===== config.mk =====
export PLATFORM = sky130hd
export DESIGN_NAME = irq_router
export DESIGN_NICKNAME = d
export VERILOG_FILES = /design/src/rtl/irq_router_pkg.sv /design/src/rtl/irq_edge_det.sv /design/src/rtl/irq_level_route.sv /design/src/rtl/irq_router.sv
export SDC_FILE = /design/constraint.sdc
export NUM_CORES = 1
export LEC_CHECK = 0
export BUFFER_PORTS_ARGS = -buffer_cell sky130_fd_sc_hd__clkbuf_2
export CORE_AREA = 5 5 160 162
export CTS_BUF_LIST = sky130_fd_sc_hd__clkbuf_8
export CTS_CLUSTER_SIZE = 28
export DETAILED_ROUTE_END_ITERATION = 7
export DIE_AREA = 0 0 165 167
export PLACE_DENSITY = 0.78
export SLEW_MARGIN = 20
export SYNTH_ARGS = -nofsm -noshare
export SYNTH_HDL_FRONTEND = slang
export SYNTH_HIERARCHICAL = 1
export SYNTH_SLANG_ARGS = --single-unit
export TNS_END_PERCENT = 100

===== constraint.sdc =====
create_clock -name clk -period 2.15 [get_ports clk]
set_clock_uncertainty 0.1 [all_clocks]
set_input_delay 0.3225 -clock clk [delete_from_list [all_inputs] [get_ports clk]]
set_output_delay 0.3225 -clock clk [all_outputs]
set_load 0.005 [all_outputs]

===== src/rtl/irq_router_pkg.sv =====
package irq_router_pkg;

  localparam int SRC_N  = 32;
  localparam int DATA_W = 32;
  localparam int LVL_N  = 16;
  localparam int LVL_W  = 4;
  localparam int PAGE_W = 12;

  localparam logic [DATA_W-1:0] SYS_RSVD  = 32'h0FA2_007F;
  localparam logic [DATA_W-1:0] SYS_VALID = ~SYS_RSVD;
  localparam logic [DATA_W-1:0] SOFT_MASK = 32'hFFFE_0000;
  localparam int GDIS_BIT       = 31;
  localparam int SOFT_ALIAS_BIT = 14;

  // system window register indices
  localparam logic [2:0] SYS_RD_PEND = 3'd0;
  localparam logic [2:0] SYS_RD_DIS  = 3'd1;
  localparam logic [2:0] SYS_WR_EN   = 3'd2;
  localparam logic [2:0] SYS_WR_DIS  = 3'd3;
  localparam logic [2:0] SYS_WR_TGT  = 3'd4;

  // processor window register indices
  localparam logic [1:0] CPU_PEND     = 2'd0;
  localparam logic [1:0] CPU_SOFT_CLR = 2'd1;
  localparam logic [1:0] CPU_SOFT_SET = 2'd2;

  typedef logic [SRC_N-1:0][LVL_W-1:0] lvl_map_t;

  function automatic lvl_map_t default_level_map();
    lvl_map_t m;
    for (int j = 0; j < SRC_N; j++) m[j] = LVL_W'((j % 15) + 1);
    return m;
  endfunction

  function automatic logic [DATA_W-1:0] level_bit(input logic [LVL_W-1:0] l);
    return DATA_W'(1) << l;
  endfunction

  function automatic logic [DATA_W-1:0] soft_clear_bits(input logic [DATA_W-1:0] w);
    logic [DATA_W-1:0] v;
    v = w;
    if (w[SOFT_ALIAS_BIT]) v[DATA_W-1] = 1'b1;
    return v & SOFT_MASK;
  endfunction

  function automatic logic [LVL_N-1:0] map_to_levels(input logic [SRC_N-1:0] bits,
                                                     input lvl_map_t map);
    logic [LVL_N-1:0] r;
    r = '0;
    for (int j = 0; j < SRC_N; j++)
      if (bits[j]) r = r | (LVL_N'(1) << map[j]);
    return r;
  endfunction

endpackage


===== src/rtl/irq_edge_det.sv =====
module irq_edge_det #(
  parameter int W = 1
) (
  input  logic         clk,
  input  logic         rst_n,
  input  logic [W-1:0] lvl_i,
  output logic [W-1:0] rise_o,
  output logic [W-1:0] fall_o
);
  logic [W-1:0] lvl_q;

  always_ff @(posedge clk) begin
    if (!rst_n) lvl_q <= '0;
    else        lvl_q <= lvl_i;
  end

  assign rise_o = lvl_i & ~lvl_q;
  assign fall_o = ~lvl_i & lvl_q;
endmodule


===== src/rtl/irq_level_route.sv =====
module irq_level_route import irq_router_pkg::*; #(
  parameter lvl_map_t LVL_MAP = default_level_map()
) (
  input  logic [DATA_W-1:0] sys_pend_i,
  input  logic [DATA_W-1:0] sys_dis_i,
  input  logic              is_target_i,
  input  logic [DATA_W-1:0] cpu_pend_i,
  output logic [LVL_N-1:0]  hw_lvl_o,
  output logic [LVL_N-1:0]  lvl_next_o
);
  logic [DATA_W-1:0] enabled;
  logic              route_on;
  logic              unused_low;

  assign enabled    = sys_pend_i & ~sys_dis_i;
  assign route_on   = is_target_i && (|enabled) && !sys_dis_i[GDIS_BIT];
  assign hw_lvl_o   = route_on ? map_to_levels(enabled, LVL_MAP) : '0;
  assign lvl_next_o = hw_lvl_o | {cpu_pend_i[DATA_W-1:17], 1'b0};
  assign unused_low = ^cpu_pend_i[16:0];
endmodule


===== src/rtl/irq_router.sv =====
module irq_router import irq_router_pkg::*; #(
  parameter int       NUM_CPU   = 4,
  parameter int       TIMER_BIT = 19,
  parameter lvl_map_t LVL_MAP   = default_level_map()
) (
  input  logic                              clk,
  input  logic                              rst_n,
  input  logic [SRC_N-1:0]                  ext_irq,
  input  logic [NUM_CPU-1:0]                tmr_irq,
  input  logic                              bus_wr,
  input  logic                              bus_win_sys,
  input  logic [PAGE_W+$clog2(NUM_CPU)-1:0] bus_addr,
  input  logic [DATA_W-1:0]                 bus_wdata,
  output logic [DATA_W-1:0]                 bus_rdata,
  output logic [NUM_CPU*LVL_N-1:0]          cpu_level
);
  localparam int CPU_W = $clog2(NUM_CPU);

  // state
  logic [DATA_W-1:0]               sys_q, dis_q;
  logic [CPU_W-1:0]                tgt_q;
  logic [NUM_CPU-1:0][DATA_W-1:0]  cpu_q;
  logic [NUM_CPU-1:0][LVL_N-1:0]   lvl_q;

  // next state and events
  logic [DATA_W-1:0]               sys_nxt, dis_nxt;
  logic [CPU_W-1:0]                tgt_nxt;
  logic [NUM_CPU-1:0][DATA_W-1:0]  cpu_nxt, cpu_set, cpu_clr;
  logic [DATA_W-1:0]               sys_set, sys_clr;
  logic [SRC_N-1:0]                ext_rise, ext_fall;
  logic [NUM_CPU-1:0]              tmr_rise, tmr_fall;
  logic                            tmr_rise_any;
  logic [NUM_CPU-1:0][LVL_N-1:0]   hw_lvl, lvl_nxt;
  logic [NUM_CPU*LVL_N-1:0]        hw_lvl_all;

  // bus decode
  logic [2:0]        sys_idx;
  logic [1:0]        cpu_idx;
  logic [CPU_W-1:0]  cpu_sel;
  logic [DATA_W-1:0] wv;
  logic              sys_wr_en, sys_wr_dis, sys_wr_tgt;
  logic              cpu_wr_clr, cpu_wr_set;
  logic              rd_sys_pend;
  logic              unused_addr;

  assign sys_idx     = bus_addr[4:2];
  assign cpu_idx     = bus_addr[3:2];
  assign cpu_sel     = bus_addr[PAGE_W +: CPU_W];
  assign wv          = bus_wdata & SYS_VALID;
  assign sys_wr_en   = bus_wr &  bus_win_sys & (sys_idx == SYS_WR_EN);
  assign sys_wr_dis  = bus_wr &  bus_win_sys & (sys_idx == SYS_WR_DIS);
  assign sys_wr_tgt  = bus_wr &  bus_win_sys & (sys_idx == SYS_WR_TGT);
  assign cpu_wr_clr  = bus_wr & ~bus_win_sys & (cpu_idx == CPU_SOFT_CLR);
  assign cpu_wr_set  = bus_wr & ~bus_win_sys & (cpu_idx == CPU_SOFT_SET);
  assign rd_sys_pend = bus_win_sys && (sys_idx == SYS_RD_PEND);
  assign unused_addr = ^{bus_addr[PAGE_W-1:5], bus_addr[1:0]};

  irq_edge_det #(.W(SRC_N)) u_ext_edge (
    .clk(clk), .rst_n(rst_n), .lvl_i(ext_irq), .rise_o(ext_rise), .fall_o(ext_fall)
  );

  irq_edge_det #(.W(NUM_CPU)) u_tmr_edge (
    .clk(clk), .rst_n(rst_n), .lvl_i(tmr_irq), .rise_o(tmr_rise), .fall_o(tmr_fall)
  );

  assign tmr_rise_any = |tmr_rise;

  // line events: set and clear masks
  always_comb begin
    sys_set = ext_rise;
    sys_clr = ext_fall;
    if (|tmr_rise) sys_set[TIMER_BIT] = 1'b1;
    if (|tmr_fall) sys_clr[TIMER_BIT] = 1'b1;
    cpu_set = '0;
    cpu_clr = '0;
    for (int j = 0; j < SRC_N; j++) begin
      if (ext_rise[j]) cpu_set[tgt_q] = cpu_set[tgt_q] | level_bit(LVL_MAP[j]);
      if (ext_fall[j]) cpu_clr[tgt_q] = cpu_clr[tgt_q] | level_bit(LVL_MAP[j]);
    end
    for (int c = 0; c < NUM_CPU; c++) begin
      if (tmr_rise[c]) cpu_set[c] = cpu_set[c] | level_bit(LVL_MAP[TIMER_BIT]);
      if (tmr_fall[c]) cpu_clr[c] = cpu_clr[c] | level_bit(LVL_MAP[TIMER_BIT]);
    end
  end

  // next state: line events first, bus write after
  always_comb begin
    sys_nxt = (sys_q & ~sys_clr) | sys_set;
    dis_nxt = dis_q;
    tgt_nxt = tgt_q;
    if (sys_wr_en)  dis_nxt = dis_q & ~wv;
    if (sys_wr_dis) begin
      dis_nxt = dis_q | wv;
      sys_nxt = sys_nxt & ~wv;
    end
    if (sys_wr_tgt) tgt_nxt = bus_wdata[CPU_W-1:0];
    for (int c = 0; c < NUM_CPU; c++) begin
      cpu_nxt[c] = (cpu_q[c] & ~cpu_clr[c]) | cpu_set[c];
      if (cpu_wr_clr && cpu_sel == CPU_W'(c))
        cpu_nxt[c] = cpu_nxt[c] & ~soft_clear_bits(bus_wdata);
      if (cpu_wr_set && cpu_sel == CPU_W'(c))
        cpu_nxt[c] = cpu_nxt[c] | (bus_wdata & SOFT_MASK);
    end
  end

  always_ff @(posedge clk) begin
    if (!rst_n) begin
      sys_q <= '0;
      dis_q <= SYS_RSVD;
      tgt_q <= '0;
      cpu_q <= '0;
    end else begin
      sys_q <= sys_nxt;
      dis_q <= dis_nxt;
      tgt_q <= tgt_nxt;
      cpu_q <= cpu_nxt;
    end
  end

  // per-processor level routing
  for (genvar g = 0; g < NUM_CPU; g++) begin : g_route
    irq_level_route #(.LVL_MAP(LVL_MAP)) u_route (
      .sys_pend_i (sys_q),
      .sys_dis_i  (dis_q),
      .is_target_i(tgt_q == CPU_W'(g)),
      .cpu_pend_i (cpu_q[g]),
      .hw_lvl_o   (hw_lvl[g]),
      .lvl_next_o (lvl_nxt[g])
    );

    always_ff @(posedge clk) begin
      if (!rst_n) lvl_q[g] <= '0;
      else        lvl_q[g] <= lvl_nxt[g];
    end

    assign cpu_level[g*LVL_N +: LVL_N] = lvl_q[g];
  end

  assign hw_lvl_all = hw_lvl;

  // read mux
  always_comb begin
    bus_rdata = '0;
    if (bus_win_sys) begin
      case (sys_idx)
        SYS_RD_PEND: bus_rdata = sys_q & ~(DATA_W'(1) << GDIS_BIT);
        SYS_RD_DIS:  bus_rdata = dis_q & SYS_VALID;
        default:     bus_rdata = '0;
      endcase
    end else if (cpu_idx == CPU_PEND) begin
      bus_rdata = cpu_q[cpu_sel];
    end
  end
endmodule


==> flow_metrics.tcl <==
set metrics [dict create \
    diodes 0 \
    critical-path-top-delay-family "flip-flops" \
    insertion_delay_ns 0.58 \
    die-area_sq_um 27600 \
    cts.clk_slew.worst_paths_ns 0.06 \
    worstHoldPathType "primary input to register" \
    syn_area_sq_um 14000 \
    track_usage 0.287 \
    routabilityCongestion 0.931 \
    grt_max_degree 59 \
    tns_ns -0.0130 \
    drive_above_1_share 0.253 \
    maxCapViolCount 0 \
    violations "setup timing" \
    criticalPathCategory "register to output port" \
    portBuffers 167 \
    dr.pass1.iters 5 \
    wire_per_inst_microns 19.1 \
    cp_slowest_cell "dfxtp_1" \
    required_ns 1.73 \
    fin_crit_ns 2.16 \
    cp-start-kind "register" \
    first_global_vias 12000 \
    nNetsFinal 1887 \
    drv_slew 0 \
    cts_setup_buffers 0 \
    clockBufferDepth 3 \
    cts_tree "done" \
    post-place-ws_ns 0.0624 \
    post_drt_via_cell_ratio 5.77 \
    peakVddDrop_mv 0.542 \
    met2_usage 0.480 \
    finalHoldViolCount 0 \
    critPathMaxFanout 6 \
    die_x_microns 165 \
    design.core.area_sq_um 24000 \
    syn2layout_area_growth_pct 21.3 \
    htreeDepth 2 \
    slowest_delay_ns 0.44 \
    grt-busiest-layer "met2" \
    rows 57 \
    final_cells 2161 \
    fmax_mhz 462 \
    cts_buffers 46 \
    routed_wl_microns 41300 \
    antenna_found_initial 2 \
    status "finished, violations left" \
    synth_cells 1525 \
    relSlewSlack 0.617 \
    root_buffer "clkbuf_8" \
    crit_chain "mux2i_1 > o22a_1 > o21ai_1 > clkbuf_2" \
    grt_pass1_wl_microns 63800 \
    synth-warning-count 6 \
    postRouteAntennaNets 0 \
    vias 12500 \
    place_hpwl_microns 27900 \
    grtUsageMet3 0.0514 \
    clock-sinks 272 \
    grt_overflow 0 \
    worst_pin_slew_ns 0.574 \
    setup_viol_count_final 1 \
    endpoint_kind "output port" \
    whs_ns 0.0647 \
    fin_crit_sh 1.01 \
    gr-usage-met1 0.372 \
    rsz0062_at_grt "false" \
    finalWorstSetupSlack_ns -0.0130 \
    ios 182 \
    worst-path-buf-inv 1 \
    nFillCells 1869 \
    multi_input_area_sq_um 8090 \
    power.leakage_uw 0.00708 \
    utilization 0.709 \
    drc 0 \
    powerDensity_nw_per_um2 685 \
    die_h_microns 167 \
    drt_iter0_drc 1085 \
    syn_area_per_cell_sq_um 9.18 \
    register_area_sq_um 5450 \
    dp.cells 2020 \
    start_util 0.584 \
    arrival_ns 1.74 \
]
layout by cell type, fill, tap and decap left out, drive strengths merged, types with 12 or more instances in the layout:
cell type      n
nor2b        108
nor2          16
nand2         51
o21ai        161
clkbuf       225
conb          60
o311ai        60
or2b          60
or2           58
inv           43
mux2i         96
dfxtp        272
a21oi         77
o21a          14
o22a          16
nand3         70
dlygate4sd3   56
and2         102
nand2b        67
o211ai        56
a2bb2oi       12
a21boi        60
buf           61
sequential cells by signal, summed over array words and instances (netlist names):
register / count
sys_q: 32
cpu_q: 120
dis_q: 18
cpu_level: 64
tgt_q: 2
u_ext_edge/lvl_q: 32
u_tmr_edge/lvl_q: 4
layer usage:
metal | wire (microns) | vias to the layer above
met5 | 26 | -
met4 | 1480 | 4
met3 | 3540 | 119
met2 | 19300 | 562
met1 | 16900 | 5877
li1 | - | 5913
power by group:
group / switching [uW] / internal (uW) / leakage [uW] / total, uW
Combinational: 789 / 731 / 0.00430 / 1520
Clock: 2090 / 2500 / 0.000552 / 4590
Sequential: 223 / 5300 / 0.00223 / 5520
Total: 3100 / 8530 / 0.00708 / 11600
worst min-delay path, stage by stage:
cell,delay (ns)
clkbuf_2,0.09
nand3_1,0.15
o211ai_2,0.10
metrics by stage:
step / total power, uW / instance area, sq um
final: 11600 / 17000
after global routing: 12100 / 17000
after CTS: 11600 / 16900
after detailed placement: 7010 / 15400
after global placement: 6970 / 15400
after floorplan: 6490 / 14200
layout make-up:
class	instances	area share
Clock inverter	24	0.00619
Sequential cell	272	0.321
Multi-Input combinational cell	1176	0.476
Clock buffer	60	0.0486
Tap cell	324	0.0239
Timing Repair Buffer	282	0.119
Inverter	23	0.00508
path summary, 6_finish.rpt:
check                              startpoint       endpoint  slack (ns)  cells past startpoint
worst max-delay path                dis_q[30]  bus_rdata[30]       -0.01                      4
worst min-delay path            bus_wdata[23]      cpu_q[23]        0.06                      3
worst max register to register       tgt_q[1]  cpu_level[31]        0.34                      6
worst min register to register      cpu_q[14]      cpu_q[14]        0.38                      2
what timing repair did:
action | CTS | global route
resized for setup | 1 | 9
setup endpoints to repair | 1 | 3
pin swaps | 0 | 2
cloned | 0 | 1
hold buffers | 56 | 0
endpoints found under the hold margin | 68 | 0
Power figures use the tool's default switching activity.
